[config.mk]
export PLATFORM = sky130hd
export DESIGN_NAME = tmr_base
export DESIGN_NICKNAME = d
export VERILOG_FILES = /design/src/rtl/tmr_pkg.sv /design/src/rtl/tmr_presc.sv /design/src/rtl/tmr_sampdiv.sv /design/src/rtl/tmr_base.sv
export SDC_FILE = /design/constraint.sdc
export NUM_CORES = 1
export LEC_CHECK = 0
export ABC_CLOCK_PERIOD_IN_PS = 6200
export BUFFER_PORTS_ARGS = -buffer_cell sky130_fd_sc_hd__buf_4
export CAP_MARGIN = 5
export CORE_MARGIN = 2
export CORE_UTILIZATION = 25
export DETAILED_ROUTE_END_ITERATION = 8
export GPL_TIMING_DRIVEN = 0
export PLACE_DENSITY = 0.49
export SLEW_MARGIN = 0
export SYNTH_ARGS = -nofsm -noshare
export SYNTH_HDL_FRONTEND = slang
export SYNTH_SLANG_ARGS = --single-unit
[constraint.sdc]
create_clock -name clk -period 6.2 [get_ports clk]
set_input_delay 0.31 -clock clk [delete_from_list [all_inputs] [get_ports clk]]
set_output_delay 0.31 -clock clk [all_outputs]
set_load 0.02 [all_outputs]
[src/rtl/tmr_pkg.sv]
package tmr_pkg;
    localparam int CNT_W  = 16;
    localparam int ADDR_W = 3;
    localparam int VIEW_W = 32;

    typedef enum logic [ADDR_W-1:0] {
        A_CTRL = 3'd0,
        A_IEN  = 3'd1,
        A_STAT = 3'd2,
        A_EGEN = 3'd3,
        A_CNT  = 3'd4,
        A_PSC  = 3'd5,
        A_ARR  = 3'd6
    } reg_addr_e;

    typedef struct packed {
        logic       mirror;
        logic [1:0] div;
        logic       preload;
        logic       oneshot;
        logic       ovf_only;
        logic       upd_off;
        logic       run;
    } ctrl_t;

    function automatic ctrl_t ctrl_unpack(input logic [15:0] w);
        ctrl_t c;
        c.run      = w[0];
        c.upd_off  = w[1];
        c.ovf_only = w[2];
        c.oneshot  = w[3];
        c.preload  = w[7];
        c.div      = w[9:8];
        c.mirror   = w[11];
        return c;
    endfunction

    function automatic logic [15:0] ctrl_pack(input ctrl_t c);
        logic [15:0] w;
        w      = '0;
        w[0]   = c.run;
        w[1]   = c.upd_off;
        w[2]   = c.ovf_only;
        w[3]   = c.oneshot;
        w[7]   = c.preload;
        w[9:8] = c.div;
        w[11]  = c.mirror;
        return w;
    endfunction
endpackage

[src/rtl/tmr_presc.sv]
module tmr_presc #(
    parameter int W = 16
) (
    input  logic         clk,
    input  logic         rst,
    input  logic         run,
    input  logic         restart,
    input  logic         load,
    input  logic [W-1:0] psc_stage,
    output logic         tick
);
    logic [W-1:0] psc_act;
    logic [W-1:0] div_cnt;

    assign tick = run && (div_cnt == psc_act);

    always_ff @(posedge clk) begin
        if (rst) begin
            psc_act <= '0;
            div_cnt <= '0;
        end else begin
            if (load) psc_act <= psc_stage;
            if (restart || tick) div_cnt <= '0;
            else if (run)        div_cnt <= div_cnt + 1'b1;
        end
    end

    assert_psc_restart_R4: assert property (@(posedge clk) disable iff (rst)
        restart |=> (div_cnt == '0));
endmodule

[src/rtl/tmr_sampdiv.sv]
module tmr_sampdiv #(
    parameter int DW = 2
) (
    input  logic       clk,
    input  logic       rst,
    input  logic [1:0] div,
    output logic       samp_en
);
    logic [DW-1:0] phase;

    always_ff @(posedge clk) begin
        if (rst) phase <= '0;
        else     phase <= phase + 1'b1;
    end

    always_comb begin
        unique case (div)
            2'b01:   samp_en = (phase[0] == 1'b0);
            2'b10:   samp_en = (phase == '0);
            default: samp_en = 1'b1;
        endcase
    end

    assert_half_rate_R9: assert property (@(posedge clk) disable iff (rst)
        (div == 2'b01 && samp_en) |=> (div != 2'b01 || !samp_en));
endmodule

[src/rtl/tmr_base.sv]
module tmr_base
    import tmr_pkg::*;
(
    input  logic              clk,
    input  logic              rst,
    input  logic              wr_en,
    input  logic [ADDR_W-1:0] wr_addr,
    input  logic [15:0]       wr_data,
    input  logic [ADDR_W-1:0] rd_addr,
    output logic [VIEW_W-1:0] rd_data,
    input  logic              ext_trig,
    output logic              update_evt,
    output logic              update_irq,
    output logic              samp_en
);
    ctrl_t            ctrl;
    logic             uie;
    logic             flag;
    logic [CNT_W-1:0] cnt;
    logic [CNT_W-1:0] arr_act;
    logic [CNT_W-1:0] arr_stage;
    logic [CNT_W-1:0] psc_stage;
    logic             evt_q;

    logic wr_ctrl, wr_stat, wr_cnt, wr_arr, wr_psc, wr_ien;
    logic sw_strobe, forced, tick, ovf, uev, flag_set;

    assign wr_ctrl   = wr_en && (wr_addr == A_CTRL);
    assign wr_ien    = wr_en && (wr_addr == A_IEN);
    assign wr_stat   = wr_en && (wr_addr == A_STAT);
    assign wr_cnt    = wr_en && (wr_addr == A_CNT);
    assign wr_psc    = wr_en && (wr_addr == A_PSC);
    assign wr_arr    = wr_en && (wr_addr == A_ARR);
    assign sw_strobe = wr_en && (wr_addr == A_EGEN) && wr_data[0];
    assign forced    = sw_strobe || ext_trig;

    assign ovf      = tick && (cnt == arr_act);
    assign uev      = !ctrl.upd_off && (ovf || forced);
    assign flag_set = uev && (!ctrl.ovf_only || ovf);

    tmr_presc #(.W(CNT_W)) u_presc (
        .clk       (clk),
        .rst       (rst),
        .run       (ctrl.run),
        .restart   (forced),
        .load      (uev),
        .psc_stage (psc_stage),
        .tick      (tick)
    );

    tmr_sampdiv #(.DW(2)) u_sampdiv (
        .clk     (clk),
        .rst     (rst),
        .div     (ctrl.div),
        .samp_en (samp_en)
    );

    always_ff @(posedge clk) begin
        if (rst) begin
            ctrl      <= '0;
            uie       <= 1'b0;
            flag      <= 1'b0;
            cnt       <= '0;
            arr_act   <= '0;
            arr_stage <= '0;
            psc_stage <= '0;
            evt_q     <= 1'b0;
        end else begin
            evt_q <= uev;

            if (wr_ctrl)                     ctrl     <= ctrl_unpack(wr_data);
            else if (uev && ctrl.oneshot)    ctrl.run <= 1'b0;

            if (wr_ien) uie <= wr_data[0];
            if (wr_psc) psc_stage <= wr_data;

            if (wr_arr) arr_stage <= wr_data;
            if (uev)    arr_act   <= arr_stage;
            if (wr_arr && !ctrl.preload) arr_act <= wr_data;

            if (flag_set)                   flag <= 1'b1;
            else if (wr_stat && !wr_data[0]) flag <= 1'b0;

            if (forced)      cnt <= '0;
            else if (wr_cnt) cnt <= wr_data;
            else if (tick)   cnt <= ovf ? '0 : cnt + 1'b1;
        end
    end

    assign update_evt = evt_q;
    assign update_irq = flag && uie;

    always_comb begin
        rd_data = '0;
        unique case (rd_addr)
            A_CTRL:  rd_data[15:0]      = ctrl_pack(ctrl);
            A_IEN:   rd_data[0]         = uie;
            A_STAT:  rd_data[0]         = flag;
            A_CNT: begin
                rd_data[CNT_W-1:0]      = cnt;
                rd_data[VIEW_W-1]       = ctrl.mirror && flag;
            end
            A_PSC:   rd_data[CNT_W-1:0] = psc_stage;
            A_ARR:   rd_data[CNT_W-1:0] = arr_stage;
            default: rd_data            = '0;
        endcase
    end

    assert_wrap_R2: assert property (@(posedge clk) disable iff (rst)
        (tick && cnt == arr_act && !forced && !wr_cnt) |=> (cnt == '0));
    assert_oneshot_stop_R5: assert property (@(posedge clk) disable iff (rst)
        (update_evt && ctrl.oneshot && !$past(wr_ctrl)) |-> !ctrl.run);
    assert_quiet_source_R6: assert property (@(posedge clk) disable iff (rst)
        (ctrl.ovf_only && forced && !tick && !flag) |=> !flag);
    assert_upd_off_R7: assert property (@(posedge clk) disable iff (rst)
        (ctrl.upd_off && !flag) |=> (!flag && !update_evt));
    assert_sticky_flag_R10: assert property (@(posedge clk) disable iff (rst)
        (flag && !wr_stat) |=> flag);
endmodule

* Word-level counts from Yosys, hierarchy flattened
Index checks and enable logic that the tools add are counted.
** Operators by class
- Add/sub/neg operators :: 3
- Eq/ne operators :: 15
- Mux-type cells :: 13
- Bitwise gates (word level) :: 1
- Reduce and logical (&&, ||, !) cells :: 34
** Operators with widths (number)
- 16-bit 2-to-1 mux :: 5
- 15-bit one-hot mux with 4 select lines :: 1
- 16-bit by 1-bit adder with 16-bit output (second input constant) :: 2
- 16-bit equality test :: 2
- 3-bit equality test (second input constant) :: 6
- 1-bit logical AND :: 17
- 3-bit by 2-bit equality test with 1-bit output (second input constant) :: 3
- 2-bit nonzero test :: 4
- 3-bit by 1-bit equality test with 1-bit output (second input constant) :: 2
- 3-bit logical NOT :: 2
- 1-bit one-hot mux with 6 select lines :: 1
- 1-bit 2-to-1 mux :: 5
- 1-bit logical NOT :: 4
- 1-bit logical OR :: 4
- 2-bit OR reduction :: 2
- 2-bit by 1-bit adder with 2-bit output (second input constant) :: 1
- 2-bit by 1-bit equality test with 1-bit output (second input constant) :: 1
- 2-bit equality test (second input constant) :: 1
- 2-bit logical NOT :: 1
- 1-bit one-hot mux with 2 select lines :: 1
- 1-bit NOT :: 1
** Storage, ports and cells
- Bits in registers :: 109
- Bits of input ports :: 26
- Output and inout port bits :: 35

* Logic depth before layout (Yosys ltp)
Gate-level depths: netlist of run 1.
- Word-level depth :: 9
- Depth in mapped cells :: 10
- Mapped depth without buffers :: 7

* By module
Synthesis of run 1 repeated with hierarchy kept, for this count alone.
** Second synthesis, totals
- Cell total of the unflattened synthesis :: 684
- Area total of the unflattened synthesis :: 5684.2 sq um
** Modules (own cells, without submodules)
- tmr_base :: times used 1, cells each 520, area an instance 4139.0 sq um
- tmr_presc :: times used 1, cells each 152, area an instance 1432.6 sq um
- tmr_sampdiv :: times used 1, cells each 12, area an instance 112.6 sq um

* Worst setup path after synthesis of run 1
No wires, ideal clock.
- Kind :: register -> register
- From :: register cnt[11]
- To :: register arr_act[12]
- Setup time :: 86 ps
- Data arrival time :: 1964 ps
- Required time :: 6114 ps
- Path slack :: 4150 ps
- Cell stages (with the launch flop) :: 10
- Clock period less this slack :: 2050 ps
- Cell sequence :: dfxtp_1 > buf_2 > xnor2_1 > nand4_1 > nor4_4 > a41oi_2 > buf_6 > buf_6 > mux2i_1 > a211oi_1
** On the way
- Cells in the longest elaborated chain, start to end :: 5
** RTL lines
- from (decl) :: line tmr_base.sv:19 : logic [CNT_W-1:0] cnt;
- from (signal assigned) :: line tmr_base.sv:85 : else if (wr_cnt) cnt <= wr_data;
- from (signal assigned) :: line tmr_base.sv:86 : else if (tick) cnt <= ovf ? '0 : cnt + 1'b1;
- 16-bit equality test :: line tmr_base.sv:37 : assign ovf = tick && (cnt == arr_act);
- 1-bit logical AND :: line tmr_base.sv:37
- 1-bit logical OR :: line tmr_base.sv:38 : assign uev = !ctrl.upd_off && (ovf || forced);
- 1-bit logical AND :: line tmr_base.sv:38
- 2-bit nonzero test (no source line)
- to (signal assigned) :: line tmr_base.sv:78 : if (uev) arr_act <= arr_stage;
- to (signal assigned) :: line tmr_base.sv:79 : if (wr_arr && !ctrl.preload) arr_act <= wr_data;
- to (decl) :: line tmr_base.sv:20 : logic [CNT_W-1:0] arr_act;
No other way between the ends.
A chain may end at the register's enable or synchronous reset.

* Worst setup path in the final report of run 1
- From :: register cnt[4]
- To :: register arr_act[7]
Same word-level chain as after synthesis.

==> flow_summary.json, run 1 <==
{
  "p_int_mw": 1.066,
  "maxSlewHeadroom_pct": 42.44,
  "rsz0062_at_grt": "no",
  "vias": 5228,
  "synth-edff-count": 0,
  "vdd_drop_max_uv": 99.39,
  "hold_violations": 0,
  "arrival_ns": 2.94,
  "ys_seq_area_share_pct": 37.40,
  "maxSlewViolCount": 0,
  "io_buffer_count": 42,
  "cts_tree": "done",
  "cp_data_required_time_ns": 6.47,
  "most-common-layout-cells": "nand2_1, dfxtp_1, nor2_1, buf_4, mux2i_1",
  "syn_avg_cell_area_um2": 8.058,
  "synthCells": 724,
  "cts_buffer_depth": 2,
  "placementRows": 55,
  "die_x_um": 156.8,
  "cts_made_buffers": 9,
  "cts_resized": 0,
  "worst_pin_slew_ns": 0.8569,
  "layout_commonest_cell": "nand2_1",
  "p_comb_share_pct": 12.7,
  "antenna_left": 0,
  "stdcell_area_um2": 6887,
  "via_per_inst": 4.714,
  "clock_sinks": 109,
  "tns_ns": 0,
  "synth_cell_type_count": 56,
  "async_reset_ff_share_pct": 0,
  "die_area_um2": 24580,
  "drv_cap": 0,
  "drive_gt1_share_pct": 12.19,
  "grt.overflow.total": 0,
  "core_area_um2": 22780,
  "clock_power_share_pct": 39.1,
  "detail_route.wl_per_cell_um": 17.38,
  "place_area_um2": 6594,
  "insertion_delay_ns": 0.36,
  "ios": 61,
  "drt_iter0_drc": 448,
  "grt_first_pass_wirelength_um": 29950,
  "setup_viol": 0,
  "antenna_cells": 0,
  "htreeDepth": 3,
  "fin_crit_ns": 2.673,
  "fmax_mhz": 374.2,
  "ys.flop_type": "dfxtp_1",
  "synth_seq_cells": 109,
  "die_y_um": 156.8,
  "power_mw": 1.502,
  "grt_max_degree": 21,
  "wl_um": 19270,
  "antenna_found_initial": 0,
  "cp_max_fo": 10,
  "fin_skew_ns": 0.01246,
  "area_delta_synth_final_pct": 18.04,
  "grt_pass1_vias": 5003,
  "leakagePower_nw": 2.575,
  "dr.pass1.iters": 5,
  "worst-setup-path-type": "register to register",
  "dpl.hpwl_um": 14350,
  "yosysWarnings": 0,
  "fin_nets": 822,
  "drc": 0,
  "critPathCaptureType": "register",
  "p_sw_mw": 0.4360,
  "hold_buffers": 0,
  "clk_pin_slew_ns": 0.08,
  "place_congestion": 0.8528,
  "outcome": "completed",
  "worstHoldPathType": "input pin to register",
  "postCtsSetupRepairBufs": 0,
  "cts_root_buffer": "clkbuf_16",
  "power_frac_seq_pct": 48.2,
  "power_density_nw_per_um2": 218.1,
  "start_kind": "register",
  "start_util_pct": 25.61,
  "grtUsageTotal_pct": 16.03,
  "p_sw_share_pct": 29.03,
  "min_period_over_period_pct": 43.11,
  "syn_area_um2": 5834
}
## kinds of logic after synthesis
kind of cell             share of synthesized area [%]
AND/OR/NAND/NOR                                  23.63
adder cells (fa/ha/maj)                          1.072
XOR/XNOR                                         7.463
other                                          0.06427
multiplexers                                     8.943
buffers and inverters                            6.820
AO/OA/AOI/OAI                                    14.61
flip-flops                                       37.40
## registers in the layout, summed over array words and instances, names as in the netlist
signal	cells
u_presc.div_cnt	16
u_sampdiv.phase	2
flag	1
u_presc.psc_act	16
arr_stage	16
ctrl	8
cnt	16
update_evt	1
uie	1
arr_act	16
psc_stage	16
## power groups by stage
stage / logic, mW / registers [mW] / clock network [mW]
2_1_floorplan: 0.121 / 0.737 / 0
3_3_place_gp: 0.189 / 0.741 / 0
3_5_place_dp: 0.189 / 0.741 / 0
4_1_cts: 0.189 / 0.724 / 0.601
5_1_grt: 0.206 / 0.726 / 0.626
6_report: 0.190 / 0.724 / 0.587
## per-layer routing
metal / share of wire [%] / global-route usage [%]
met1: 49 / 22.68
met2: 44 / 24.58
met3: 5.2 / 3.102
met4: 1.8 / 4.675
met5: 0 / 0
## path summary, 6_finish.rpt
path,from,endpoint,slack (ns),cells after the start
setup / recovery,cnt[4]$_SDFFE_PP0P_,arr_act[7]$_SDFFE_PP0P_,3.53,8
hold / removal,wr_data[15],cnt[15]$_SDFFE_PP0P_,0.23,3
setup reg to reg,cnt[4]$_SDFFE_PP0P_,arr_act[7]$_SDFFE_PP0P_,3.53,8
hold reg to reg,u_sampdiv.phase[0]$_SDFF_PP0_,u_sampdiv.phase[0]$_SDFF_PP0_,0.43,1
## area by class of cell
| type | count | area [um^2] |
|---|---|---|
| tap | 313 | 391.6 |
| inverter | 11 | 41.29 |
| sequential | 109 | 2182 |
| timing repair buffer | 42 | 315.3 |
| clock buffer | 10 | 229.0 |
| fill | 2442 | 15890 |
| clock inverter | 6 | 63.81 |
| multi-input combinational | 552 | 3307 |
| buffer | 66 | 356.6 |
## synthesized netlist by cell type, drive strengths merged (2+ instances only)
cell	number	area share [%]
nand2	123	7.9
dfxtp	109	37
nor2	76	4.9
mux2i	51	8.7
a21oi	49	4.3
clkbuf	35	2.3
buf	31	3.9
o21ai	29	2.5
xnor2	25	4.0
xor2	23	3.5
a211oi	19	2.4
nor3	18	1.5
and2	14	1.5
nand3	13	1.1
and3	11	1.2
inv	11	0.71
nand4	10	1.2
nor4	10	1.4
a22o	7	1.1
a31oi	6	0.64
ha	5	1.1
nor2b	5	0.54
or3	5	0.54
nand2b	4	0.43
o211ai	4	0.51
a311oi	3	0.45
o221ai	3	0.45
or4	3	0.39
a211o	2	0.30
a32o	2	0.34
o31ai	2	0.49
or2	2	0.21
## worst max-delay path, stage by stage (launching register included)
cell	delay, ns
dfxtp_1	0.50
xnor2_1	0.22
nand4_2	0.19
nor4_4	0.71
a41oi_2	0.23
buf_6	0.20
buf_6	0.16
mux2i_1	0.13
a211oi_1	0.24
## metrics by stage
step | utilization (%) | std cells | setup slack (ns) | hold slack, ns
floorplan | - | 738 | 4.150 | 0.3925
global placement | 28.95 | 1093 | 3.494 | 0.4033
detailed placement | 28.95 | 1093 | 3.575 | 0.4227
CTS | 30.23 | 1109 | 3.531 | 0.2162
global route | 30.23 | 1109 | 3.368 | 0.2348
finish | 30.23 | 1109 | 3.527 | 0.2302
Power figures use the tool's default switching activity.
==> run 2, diff against run 1 <==
ABC_AREA = 1   (was unset)
ABC_CLOCK_PERIOD_IN_PS = 2700   (was 6200)
PLACE_DENSITY = 0.5   (was 0.49)
clock period = 2.7 ns   (was 6.2 ns; I/O delays follow)
==> run 2 against run 1 <==
Net effect: worst hold slack lost 0.17 ns; sequential power grew 130%; maximum frequency grew 20%; clock power grew to 2.5 times the previous value; synthesized area shrank 2.1%; critical path type unchanged; largest power group unchanged.
==> flow_summary.json, run 2 <==
{
  "fin_skew_ns": 0.007834,
  "cts_tree": "done",
  "start_util_pct": 25.38,
  "ios": 61,
  "hold_buffers": 0,
  "vdd_drop_max_uv": 285.0,
  "grt_pass1_vias": 5078,
  "via_per_inst": 4.424,
  "hold_violations": 0,
  "synth_cell_type_count": 35,
  "clock_sinks": 109,
  "insertion_delay_ns": 0.36,
  "placementRows": 55,
  "core_area_um2": 22500,
  "critPathCaptureType": "register",
  "top_usage_layer": "met2",
  "rsz0062_at_grt": "no",
  "power_density_nw_per_um2": 524.3,
  "place_congestion": 0.8296,
  "worst-setup-path-type": "register to register",
  "synth-edff-count": 0,
  "start_kind": "register",
  "dpl.hpwl_um": 13900,
  "stdcell_area_um2": 6780,
  "yosysWarnings": 0,
  "grt_max_degree": 19,
  "fmax_mhz": 449.8,
  "use_met2_pct": 26.18,
  "tns_ns": 0,
  "antenna_left": 0,
  "fin_nets": 967,
  "ys.flop_type": "dfxtp_1",
  "grt_first_pass_wirelength_um": 27300,
  "final_core_util_pct": 30.13,
  "synth_seq_cells": 109,
  "synth_commonest_cells": "nand2_1, dfxtp_1, inv_1, nor2_1, a21oi_1",
  "dr.pass1.iters": 5,
  "most-common-layout-cells": "nand2_1, inv_1, dfxtp_1, nor2_1, a21oi_1",
  "grtUsageTotal_pct": 14.57,
  "wl_um": 17430,
  "syn_area_um2": 5712,
  "dpl_worst_slack_ns": 0.4378,
  "async_reset_ff_share_pct": 0,
  "grtUsageMet3_pct": 3.120,
  "postCtsSetupRepairBufs": 0,
  "cts_buffer_depth": 2,
  "synth.top_cell.area_share_pct": 38.20,
  "io_buffer_count": 45,
  "die_x_um": 155.2,
  "cts_resized": 0,
  "cp_max_fo": 10,
  "die_area_um2": 24070,
  "drt_iter0_drc": 254,
  "arrival_ns": 2.47,
  "clk_pin_slew_ns": 0.08,
  "power_mw": 3.555,
  "grt.overflow.total": 0,
  "drv_cap": 0,
  "leakagePower_nw": 2.720,
  "synth_top_area_cell": "dfxtp_1",
  "setup_viol": 0,
  "detail_route.wl_per_cell_um": 14.22,
  "layout_commonest_cell": "nand2_1",
  "area_delta_synth_final_pct": 18.71,
  "antenna_found_initial": 0,
  "min_period_over_period_pct": 82.35,
  "maxSlewHeadroom_pct": 43.73,
  "maxSlewViolCount": 0,
  "ys_seq_area_share_pct": 38.20,
  "drc": 0,
  "worst_pin_slew_ns": 0.8377,
  "htreeDepth": 3,
  "drive_gt1_share_pct": 10.95,
  "yosysMostFrequentCell": "nand2_1",
  "antenna_cells": 0,
  "cts_root_buffer": "clkbuf_16",
  "syn_avg_cell_area_um2": 6.596,
  "cts_made_buffers": 9,
  "cp_data_required_time_ns": 2.95,
  "timing.final.ws_setup_ns": 0.4766,
  "outcome": "completed",
  "worstHoldPathType": "input pin to register",
  "synthCells": 866,
  "vias": 5424,
  "place_area_um2": 6459,
  "die_y_um": 155.2,
  "met1_usage_pct": 17.97,
  "fin_crit_ns": 2.223,
  "netlist_top_cells_area": "dfxtp_1, nand2_1, inv_1"
}
run 2: changes by cell type in the layout (fill, tap and decap cells not counted), moves of 21 or more:
cell / before / now
inv_1: 11 / 109
nand2_1: 123 / 201
o21ai_0: 20 / 75
mux2i_1: 51 / 0
nand3_1: 13 / 47
a21oi_1: 48 / 77
nor2_1: 76 / 97
run 2: worst paths after layout:
check	start	slack (ns)	cells after the start	endpoint
worst max-delay path	ctrl[0]$_SDFFE_PP0P_	0.48	10	u_presc.psc_act[15]$_SDFFE_PP0P_
worst min-delay path	wr_data[6]	0.06	3	psc_stage[6]$_SDFFE_PP0P_
worst max register to register	ctrl[0]$_SDFFE_PP0P_	0.48	10	u_presc.psc_act[15]$_SDFFE_PP0P_
worst min register to register	u_sampdiv.phase[0]$_SDFF_PP0_	0.42	1	u_sampdiv.phase[0]$_SDFF_PP0_
run 2: routing by layer:
layer	share of wire (%)	wire length [um]
met1	46	8000
met2	50	8655
met3	3.3	579
met4	1.1	197
met5	0	0
run 2: final cells by class:
class	count	area, um^2
fill	2483	15720
multi-input combinational	606	2883
sequential	109	2182
inverter	115	431.7
tap	285	356.6
timing repair buffer	45	337.8
buffer	50	267.8
clock buffer	9	225.2
clock inverter	7	96.34
run 2: cells by family after synthesis:
group | share of synthesized area (%)
muxes | 0.3943
and+or+nand+nor | 27.82
buffers and inverters | 12.25
xor gates and xnor gates | 2.147
adders and majority gates | 1.095
DFF | 38.20
other | 0.06565
AOI/OAI and AO/OA | 18.03
run 2: critical path: stages, from the launching register on:
cell,delay [ns]
dfxtp_1,0.49
inv_2,0.14
nor2_1,0.12
nand3_1,0.11
nor2_2,0.15
nand3_2,0.20
o21bai_2,0.24
nand2_4,0.15
buf_2,0.23
o21ai_0,0.23
nor2_1,0.06
run 2: where the power goes:
group          switching (mW)  leakage, nW  total, mW  internal [mW]
registers              0.0385        0.886       1.70           1.66
logic                   0.254         1.67      0.391          0.137
clock network           0.648        0.160       1.47          0.820
run 2: through the flow:
stage               hold slack, ns  instances
floorplan                   0.2699        880
global placement            0.4033       1210
detailed placement          0.4068       1210
CTS                        0.04511       1226
global route               0.07218       1226
finish                     0.06180       1226
